--- src/rtl/jtag_tap_pkg.sv ---
package jtag_tap_pkg;

    localparam int IR_W  = 10;
    localparam int ID_W  = 32;
    localparam int CFG_W = 8;

    typedef logic [IR_W-1:0] opcode_t;

    localparam opcode_t OP_CFG      = 10'h013;
    localparam opcode_t OP_SAMPLE   = 10'h005;
    localparam opcode_t OP_EXTEST   = 10'h00F;
    localparam opcode_t OP_XT_PULSE = 10'h08F;
    localparam opcode_t OP_XT_TRAIN = 10'h04F;
    localparam opcode_t OP_BYPASS   = 10'h3FF;
    localparam opcode_t OP_USERCODE = 10'h007;
    localparam opcode_t OP_IDCODE   = 10'h006;
    localparam opcode_t OP_HIGHZ    = 10'h00B;
    localparam opcode_t OP_CLAMP    = 10'h00A;

    // Fixed pattern captured into the instruction shift stage
    localparam opcode_t IR_CAPTURE  = opcode_t'(1);
    // Configuration value that enables boundary-scan modes
    localparam logic [CFG_W-1:0] CFG_ENABLE = CFG_W'(1);

    typedef enum logic [3:0] {
        ST_RESET, ST_IDLE,
        ST_SEL_DR, ST_CAP_DR, ST_SHF_DR, ST_EX1_DR, ST_PAU_DR, ST_EX2_DR, ST_UPD_DR,
        ST_SEL_IR, ST_CAP_IR, ST_SHF_IR, ST_EX1_IR, ST_PAU_IR, ST_EX2_IR, ST_UPD_IR
    } tap_state_e;

    typedef enum logic [2:0] {
        DR_BYPASS, DR_IDCODE, DR_USER, DR_CFG, DR_CHAIN
    } dr_sel_e;

    typedef struct packed {
        dr_sel_e dr;
        logic    sample;
        logic    extest;
        logic    highz;
        logic    clamp;
    } decode_t;

    function automatic tap_state_e tap_next(tap_state_e s, logic tms);
        tap_state_e n;
        case (s)
            ST_RESET:  n = tms ? ST_RESET  : ST_IDLE;
            ST_IDLE:   n = tms ? ST_SEL_DR : ST_IDLE;
            ST_SEL_DR: n = tms ? ST_SEL_IR : ST_CAP_DR;
            ST_CAP_DR: n = tms ? ST_EX1_DR : ST_SHF_DR;
            ST_SHF_DR: n = tms ? ST_EX1_DR : ST_SHF_DR;
            ST_EX1_DR: n = tms ? ST_UPD_DR : ST_PAU_DR;
            ST_PAU_DR: n = tms ? ST_EX2_DR : ST_PAU_DR;
            ST_EX2_DR: n = tms ? ST_UPD_DR : ST_SHF_DR;
            ST_UPD_DR: n = tms ? ST_SEL_DR : ST_IDLE;
            ST_SEL_IR: n = tms ? ST_RESET  : ST_CAP_IR;
            ST_CAP_IR: n = tms ? ST_EX1_IR : ST_SHF_IR;
            ST_SHF_IR: n = tms ? ST_EX1_IR : ST_SHF_IR;
            ST_EX1_IR: n = tms ? ST_UPD_IR : ST_PAU_IR;
            ST_PAU_IR: n = tms ? ST_EX2_IR : ST_PAU_IR;
            ST_EX2_IR: n = tms ? ST_UPD_IR : ST_SHF_IR;
            ST_UPD_IR: n = tms ? ST_SEL_DR : ST_IDLE;
            default:   n = ST_RESET;
        endcase
        return n;
    endfunction

    function automatic decode_t decode_op(opcode_t op);
        decode_t d;
        d.dr     = DR_BYPASS;
        d.sample = 1'b0;
        d.extest = 1'b0;
        d.highz  = 1'b0;
        d.clamp  = 1'b0;
        case (op)
            OP_IDCODE:   d.dr = DR_IDCODE;
            OP_USERCODE: d.dr = DR_USER;
            OP_CFG:      d.dr = DR_CFG;
            OP_SAMPLE: begin
                d.dr     = DR_CHAIN;
                d.sample = 1'b1;
            end
            OP_EXTEST, OP_XT_PULSE, OP_XT_TRAIN: begin
                d.dr     = DR_CHAIN;
                d.extest = 1'b1;
            end
            OP_HIGHZ:    d.highz = 1'b1;
            OP_CLAMP:    d.clamp = 1'b1;
            OP_BYPASS:   d.dr = DR_BYPASS;
            default:     d.dr = DR_BYPASS;
        endcase
        return d;
    endfunction

endpackage

--- src/rtl/jtag_tap_fsm.sv ---
module jtag_tap_fsm
    import jtag_tap_pkg::*;
(
    input  logic       tck,
    input  logic       rst,
    input  logic       tms,
    output tap_state_e state
);

    always_ff @(posedge tck) begin
        if (rst) begin
            state <= ST_RESET;
        end else begin
            state <= tap_next(state, tms);
        end
    end

endmodule

--- src/rtl/jtag_tap_ir.sv ---
module jtag_tap_ir
    import jtag_tap_pkg::*;
(
    input  logic       tck,
    input  logic       rst,
    input  logic       tdi,
    input  tap_state_e state,
    output opcode_t    ir,
    output logic       shift_lsb
);

    opcode_t sh;

    always_ff @(posedge tck) begin
        if (rst) begin
            sh <= IR_CAPTURE;
            ir <= OP_IDCODE;
        end else begin
            case (state)
                ST_CAP_IR: sh <= IR_CAPTURE;
                ST_SHF_IR: sh <= {tdi, sh[IR_W-1:1]};
                ST_UPD_IR: ir <= sh;
                ST_RESET:  ir <= OP_IDCODE;
                default:   sh <= sh;
            endcase
        end
    end

    assign shift_lsb = sh[0];

endmodule

--- src/rtl/jtag_tap_dr.sv ---
module jtag_tap_dr
    import jtag_tap_pkg::*;
#(
    parameter logic [ID_W-1:0] ID_VALUE   = 32'h1234_5679,
    parameter logic [ID_W-1:0] USER_VALUE = 32'hFFFF_FFFF
) (
    input  logic             tck,
    input  logic             rst,
    input  logic             tdi,
    input  tap_state_e       state,
    input  dr_sel_e          sel,
    input  logic             chain_ret,
    output logic             dr_lsb,
    output logic [CFG_W-1:0] cfg
);

    logic [ID_W-1:0]  word_sh;
    logic [CFG_W-1:0] cfg_sh;
    logic             byp;
    logic             cap, shf, upd;

    assign cap = (state == ST_CAP_DR);
    assign shf = (state == ST_SHF_DR);
    assign upd = (state == ST_UPD_DR);

    // One shifter serves both 32-bit identity words
    always_ff @(posedge tck) begin
        if (rst) begin
            word_sh <= '0;
        end else if (sel == DR_IDCODE || sel == DR_USER) begin
            if (cap) begin
                word_sh <= (sel == DR_IDCODE) ? ID_VALUE : USER_VALUE;
            end else if (shf) begin
                word_sh <= {tdi, word_sh[ID_W-1:1]};
            end
        end
    end

    always_ff @(posedge tck) begin
        if (rst) begin
            cfg_sh <= '0;
            cfg    <= '0;
        end else if (state == ST_RESET) begin
            cfg    <= '0;
        end else if (sel == DR_CFG) begin
            if (cap) begin
                cfg_sh <= cfg;
            end else if (shf) begin
                cfg_sh <= {tdi, cfg_sh[CFG_W-1:1]};
            end else if (upd) begin
                cfg    <= cfg_sh;
            end
        end
    end

    always_ff @(posedge tck) begin
        if (rst) begin
            byp <= 1'b0;
        end else if (sel == DR_BYPASS) begin
            if (cap) begin
                byp <= 1'b0;
            end else if (shf) begin
                byp <= tdi;
            end
        end
    end

    always_comb begin
        case (sel)
            DR_IDCODE, DR_USER: dr_lsb = word_sh[0];
            DR_CFG:             dr_lsb = cfg_sh[0];
            DR_CHAIN:           dr_lsb = chain_ret;
            default:            dr_lsb = byp;
        endcase
    end

endmodule

--- src/rtl/jtag_tap.sv ---
module jtag_tap
    import jtag_tap_pkg::*;
#(
    parameter logic [ID_W-1:0] ID_VALUE   = 32'h1234_5679,
    parameter logic [ID_W-1:0] USER_VALUE = 32'hFFFF_FFFF
) (
    input  logic tck,
    input  logic trst_n,
    input  logic tms,
    input  logic tdi,
    output logic tdo,
    output logic tdo_en,
    input  logic chain_ret_i,
    output logic chain_sel_o,
    output logic chain_capture_o,
    output logic chain_shift_o,
    output logic chain_update_o,
    output logic mode_sample_o,
    output logic mode_extest_o,
    output logic mode_highz_o,
    output logic mode_clamp_o
);

    logic             rst;
    tap_state_e       st;
    opcode_t          ir_q;
    logic             ir_lsb;
    logic             dr_lsb;
    logic [CFG_W-1:0] cfg_q;
    decode_t          dec;
    logic             bscan_en;
    logic             shifting;

    assign rst = ~trst_n;

    jtag_tap_fsm u_fsm (
        .tck   (tck),
        .rst   (rst),
        .tms   (tms),
        .state (st)
    );

    jtag_tap_ir u_ir (
        .tck       (tck),
        .rst       (rst),
        .tdi       (tdi),
        .state     (st),
        .ir        (ir_q),
        .shift_lsb (ir_lsb)
    );

    assign dec = decode_op(ir_q);

    jtag_tap_dr #(
        .ID_VALUE   (ID_VALUE),
        .USER_VALUE (USER_VALUE)
    ) u_dr (
        .tck       (tck),
        .rst       (rst),
        .tdi       (tdi),
        .state     (st),
        .sel       (dec.dr),
        .chain_ret (chain_ret_i),
        .dr_lsb    (dr_lsb),
        .cfg       (cfg_q)
    );

    assign bscan_en = (cfg_q == CFG_ENABLE);

    assign mode_sample_o = bscan_en & dec.sample;
    assign mode_extest_o = bscan_en & dec.extest;
    assign mode_highz_o  = bscan_en & dec.highz;
    assign mode_clamp_o  = bscan_en & dec.clamp;

    assign chain_sel_o     = (dec.dr == DR_CHAIN);
    assign chain_capture_o = chain_sel_o & (st == ST_CAP_DR);
    assign chain_shift_o   = chain_sel_o & (st == ST_SHF_DR);
    assign chain_update_o  = chain_sel_o & (st == ST_UPD_DR);

    assign shifting = (st == ST_SHF_IR) || (st == ST_SHF_DR);

    always_ff @(negedge tck) begin
        if (rst) begin
            tdo    <= 1'b0;
            tdo_en <= 1'b0;
        end else begin
            tdo_en <= shifting;
            tdo    <= (st == ST_SHF_IR) ? ir_lsb : dr_lsb;
        end
    end

endmodule

--- config.mk ---
export PLATFORM = sky130hd
export DESIGN_NAME = jtag_tap
export DESIGN_NICKNAME = d
export VERILOG_FILES = /design/src/rtl/jtag_tap_pkg.sv /design/src/rtl/jtag_tap_fsm.sv /design/src/rtl/jtag_tap_ir.sv /design/src/rtl/jtag_tap_dr.sv /design/src/rtl/jtag_tap.sv
export SDC_FILE = /design/constraint.sdc
export NUM_CORES = 1
export LEC_CHECK = 0
export BUFFER_PORTS_ARGS = -buffer_cell sky130_fd_sc_hd__buf_2
export CAP_MARGIN = 20
export CORE_MARGIN = 4
export CORE_UTILIZATION = 52
export DETAILED_ROUTE_END_ITERATION = 8
export PLACE_DENSITY = 0.75
export SYNTH_ARGS = -nofsm -noshare
export SYNTH_HDL_FRONTEND = slang
export SYNTH_SLANG_ARGS = --single-unit
--- constraint.sdc ---
create_clock -name tck -period 2.4 [get_ports tck]
set_input_delay 0 -clock tck [delete_from_list [all_inputs] [get_ports tck]]
set_output_delay 0 -clock tck [all_outputs]
set_load 0.05 [all_outputs]
=== Word level (Yosys, flattened, before mapping) ===
Index checks and enable logic that the tools add are counted.

* Output and inout bits: 10
* Bits in registers: 75
* Bits of input ports: 5
* Word-level logic and storage cells: 96

* Equal/unequal tests: 29
* Muxes and demuxes: 29
* Reductions and logical operators: 18
* Bitwise logic cells: 11

{| class="wikitable"
|+ Operators by type and width
! kind !! count
|-
| 32-bit 2-to-1 mux || 3
|-
| 4-bit case mux with 12 select lines || 1
|-
| 10-bit case mux with 2 select lines || 2
|-
| 4-bit == test (second input constant) || 8
|-
| 10-bit by 3-bit == test with 1-bit output (second input constant) || 3
|-
| 10-bit by 4-bit == test with 1-bit output (second input constant) || 3
|-
| 4-bit by 3-bit == test with 1-bit output (second input constant) || 4
|-
| 4-bit 2-to-1 mux || 4
|-
| 8-bit 2-to-1 mux || 2
|-
| 3-bit case mux with 4 select lines || 1
|-
| 10-bit by 5-bit == test with 1-bit output (second input constant) || 1
|-
| 10-bit by 7-bit == test with 1-bit output (second input constant) || 1
|-
| 10-bit by 8-bit == test with 1-bit output (second input constant) || 1
|-
| 1-bit 2-to-1 mux || 10
|-
| 4-bit by 2-bit == test with 1-bit output (second input constant) || 2
|-
| 8-bit by 1-bit == test with 1-bit output (second input constant) || 1
|-
| 2-bit OR reduction || 4
|-
| 1-bit bitwise AND || 7
|-
| 3-bit by 2-bit == test with 1-bit output (second input constant) || 2
|-
| 2-bit 2-to-1 mux || 3
|-
| 3-bit 2-to-1 mux || 2
|-
| 2-bit nonzero test || 3
|-
| 3-bit OR reduction || 2
|-
| 4-bit by 1-bit == test with 1-bit output (second input constant) || 1
|-
| other kinds (11) || 16
|}

=== Logic depth before layout (Yosys ltp) ===
* Word-level depth: 7
* Gate-level depth with buffers: 8

=== By module ===
From an unflattened synthesis, not the netlist that was laid out.

* Cells, all modules: 411
* Area total of the unflattened synthesis: 3,567.2 µm²

{| class="wikitable"
|+ By module, submodules not included
! module !! seq. area each (µm²) !! cells an instance !! area each (µm²) !! times used
|-
| jtag_tap_dr || 980.9 || 239 || 2,154.6 || 1
|-
| jtag_tap_ir || 400.4 || 90 || 750.7 || 1
|-
| jtag_tap_fsm || 80.1 || 39 || 331.6 || 1
|-
| jtag_tap || 40.0 || 43 || 330.3 || 1
|}

==> metrics.txt <==
outcome finished with violations; failing checks negative setup slack; site row count 29; Seq pwr share 0.547; total congestion overflow 0; Leakage Power 0.001824 uW; r2r setup slk -0.54 ns; gp weighted congestion 0.8551; postcts setup bufs 0; Max-slew headroom 0.5564; die width approximately 89 um; Slew @ Worst Pin about 0.67 ns; CP Launch Type register; # DRC 0; initial cell density of the core 0.5352; Filler Cell Count roughly 540; Core Util, Final 0.6234; placed cell areas 3756 um^2; Nets 452; max_cap viols 0; Clock transition at path regs 0.08 ns; Port Buf Inserts 14; Crit Path Max Fanout 2; predominant post-synthesis flop cell dfxtp_1; final setup violating endpoints 1; CTS H-Tree Depth 3; worst-case vdd ir drop ~0.00035 V; WS Path Type register to register; RSZ-0062 raised after global routing yes; Layout Cell Area excl Fill between 3000 and 4000 um^2; Layout Skew 0.06161 ns; worst-case clock buffer depth 2; Total Wirelength 7.668 mm; DR iter-0 viols between 200 and 300; post-synthesis cell type count 41; CTS buffer count 9; IO Pins 15; Final Hold Viols 0; hold_ws 0.2455 ns; pwr/cell area 596.5 nW/um^2; CP endpoint kind register; Area Overhead vs Synth 16.49%; Combinational Power Share 0.074; Worst-Skew Late Latency 0.40 ns; clock tree sinks 75; Seq cells post-synth 75; first-pass GRT wire length 13.01 mm; Post-Synthesis Cell Area ~3400 um^2; Root Buffer clkbuf_8; switching share of power 0.2572; vias in the first global route 2791; initial antenna violation count 0; Die ar. 7893 um^2; Worst EP required 1.46 ns; P_sw 607.2 uW; CTS tree built; antenna viol nets, final 0; CORE AREA 6350 um^2; EDFF count, synth 0; Synth Area per Inst 8.248 um^2; post-route worst setup slack -0.5362 ns; share of post-route cells with drive strength above 1 0.1704; DP HPWL 5.011 mm; Mapped Cells between 400 and 500; asr flop ratio synth 0; Int Pwr 1754 uW; Final Max Tran Viols 0; Syn Nets 417; n_diodes 0; wire per inst 14.50 um; total track usage 0.2110; first-pass iteration count of the detailed router 4; die height 88.84 um; Arr. time, crit path approximately 2.0 ns; Clock power frac 0.379; synth warn 0; vias per cell 5.675; Seq/Total Area, Yosys 0.4418; Hold Path Class primary input to register; DP Worst Slack -0.5548 ns; routed vias approximately 3000; largest net degree at the start of global routing 58
-- what timing repair did --
action | CTS | global route
endpoints found under the setup margin | 1 | 1
resized for setup | 0 | 1
hold endpoints to repair | 3 | 0
hold buffers | 2 | 0
-- critical path: stages, from the launching register on --
cell	delay, ns
dfxtp_1	0.32
or3b_4	0.39
or3b_1	0.35
a221o_1	0.33
a22oi_1	0.18
a21oi_1	0.08
-- path summary, 6_finish.rpt --
kind               from          to  depth (start not counted)
max          u_ir.ir[9]         tdo                          5
min              trst_n  u_ir.sh[0]                          3
max reg2reg  u_ir.ir[9]         tdo                          5
min reg2reg    u_dr.byp    u_dr.byp                          2
-- cell usage after synthesis (4+ instances only) --
cell / instances / area [um^2]
clkbuf_1: 25 / 93.84
inv_1: 5 / 18.77
nand2_1: 72 / 270.3
nor3_1: 18 / 90.09
o211a_1: 26 / 260.3
buf_2: 7 / 35.03
nand3b_1: 6 / 45.04
nand3_1: 22 / 110.1
o21ai_0: 7 / 35.03
nor3b_1: 18 / 135.1
or3b_1: 4 / 35.03
mux2i_1: 10 / 100.1
dfxtp_1: 75 / 1501
a21boi_0: 11 / 82.58
a21oi_1: 32 / 160.2
nor2_1: 36 / 135.1
-- sequential cells by signal, summed over array words and instances, names as in the netlist --
| name | flops |
|---|---|
| u_fsm.state | 4 |
| u_dr.cfg_sh | 8 |
| tdo_en | 1 |
| u_ir.ir | 10 |
| u_dr.word_sh | 32 |
| u_dr.cfg | 8 |
| u_ir.sh | 10 |
| tdo | 1 |
| u_dr.byp | 1 |
-- layout make-up --
| cell class | count | area, um^2 | area share |
|---|---|---|---|
| repair buffers | 57 | 410.4 | 0.1037 |
| inverters | 4 | 15.01 | 0.003793 |
| clock buffers | 10 | 137.6 | 0.03477 |
| multi-input cells | 298 | 1750 | 0.4422 |
| clock inverters | 8 | 46.29 | 0.01169 |
| well taps | 77 | 96.34 | 0.02434 |
| flip-flops and latches | 75 | 1503 | 0.3796 |
-- placed cells by master (no fill, tap or decap), types with 6 or more instances in the layout --
cell / netlist / final
a21boi_0: 11 / 11
a21oi_1: 32 / 32
buf_2: 7 / 14
buf_4: 0 / 40
clkbuf_8: 0 / 10
dfxtp_1: 75 / 74
inv_1: 5 / 6
mux2i_1: 10 / 10
nand2_1: 72 / 72
nand3_1: 22 / 22
nand3b_1: 6 / 6
nor2_1: 36 / 36
nor3_1: 18 / 18
nor3b_1: 18 / 18
o211a_1: 26 / 26
o21ai_0: 7 / 7
-- metal layers --
metal	global-route usage	routed length (um)
met4	0.09341	121
met1	0.2830	3615
met5	0	0
met3	0.03724	295
met2	0.3320	3635
-- power groups by stage --
stage          clock, uW  combinational (uW)  sequential, uW
6_report             895                 175            1290
5_1_grt              978                 196            1290
4_1_cts              916                 175            1290
3_5_place_dp        7.83                 171            1320
3_3_place_gp        7.83                 167            1320
2_1_floorplan       7.83                 126            1320
-- metrics by stage --
step / total power [uW] / setup TNS (ns) / instances
2_1_floorplan: 1451 / -0.6437 / 412
3_3_place_gp: 1493 / -0.5345 / 510
3_5_place_dp: 1499 / -0.5548 / 510
4_1_cts: 2381 / -0.5400 / 529
5_1_grt: 2470 / -0.5735 / 529
6_report: 2361 / -0.5362 / 529
-- cells by family (layout without fill, tap and decap cells) --
kind of cell	Yosys count	in the layout	share of synthesized area
buffers and inverters	39	79	0.04566
flip-flops	75	75	0.4418
AO/OA/AOI/OAI	89	89	0.1911
AND/OR/NAND/NOR	199	199	0.2920
multiplexers	10	10	0.02946
No activity file was read; power rests on OpenSTA's default activity.
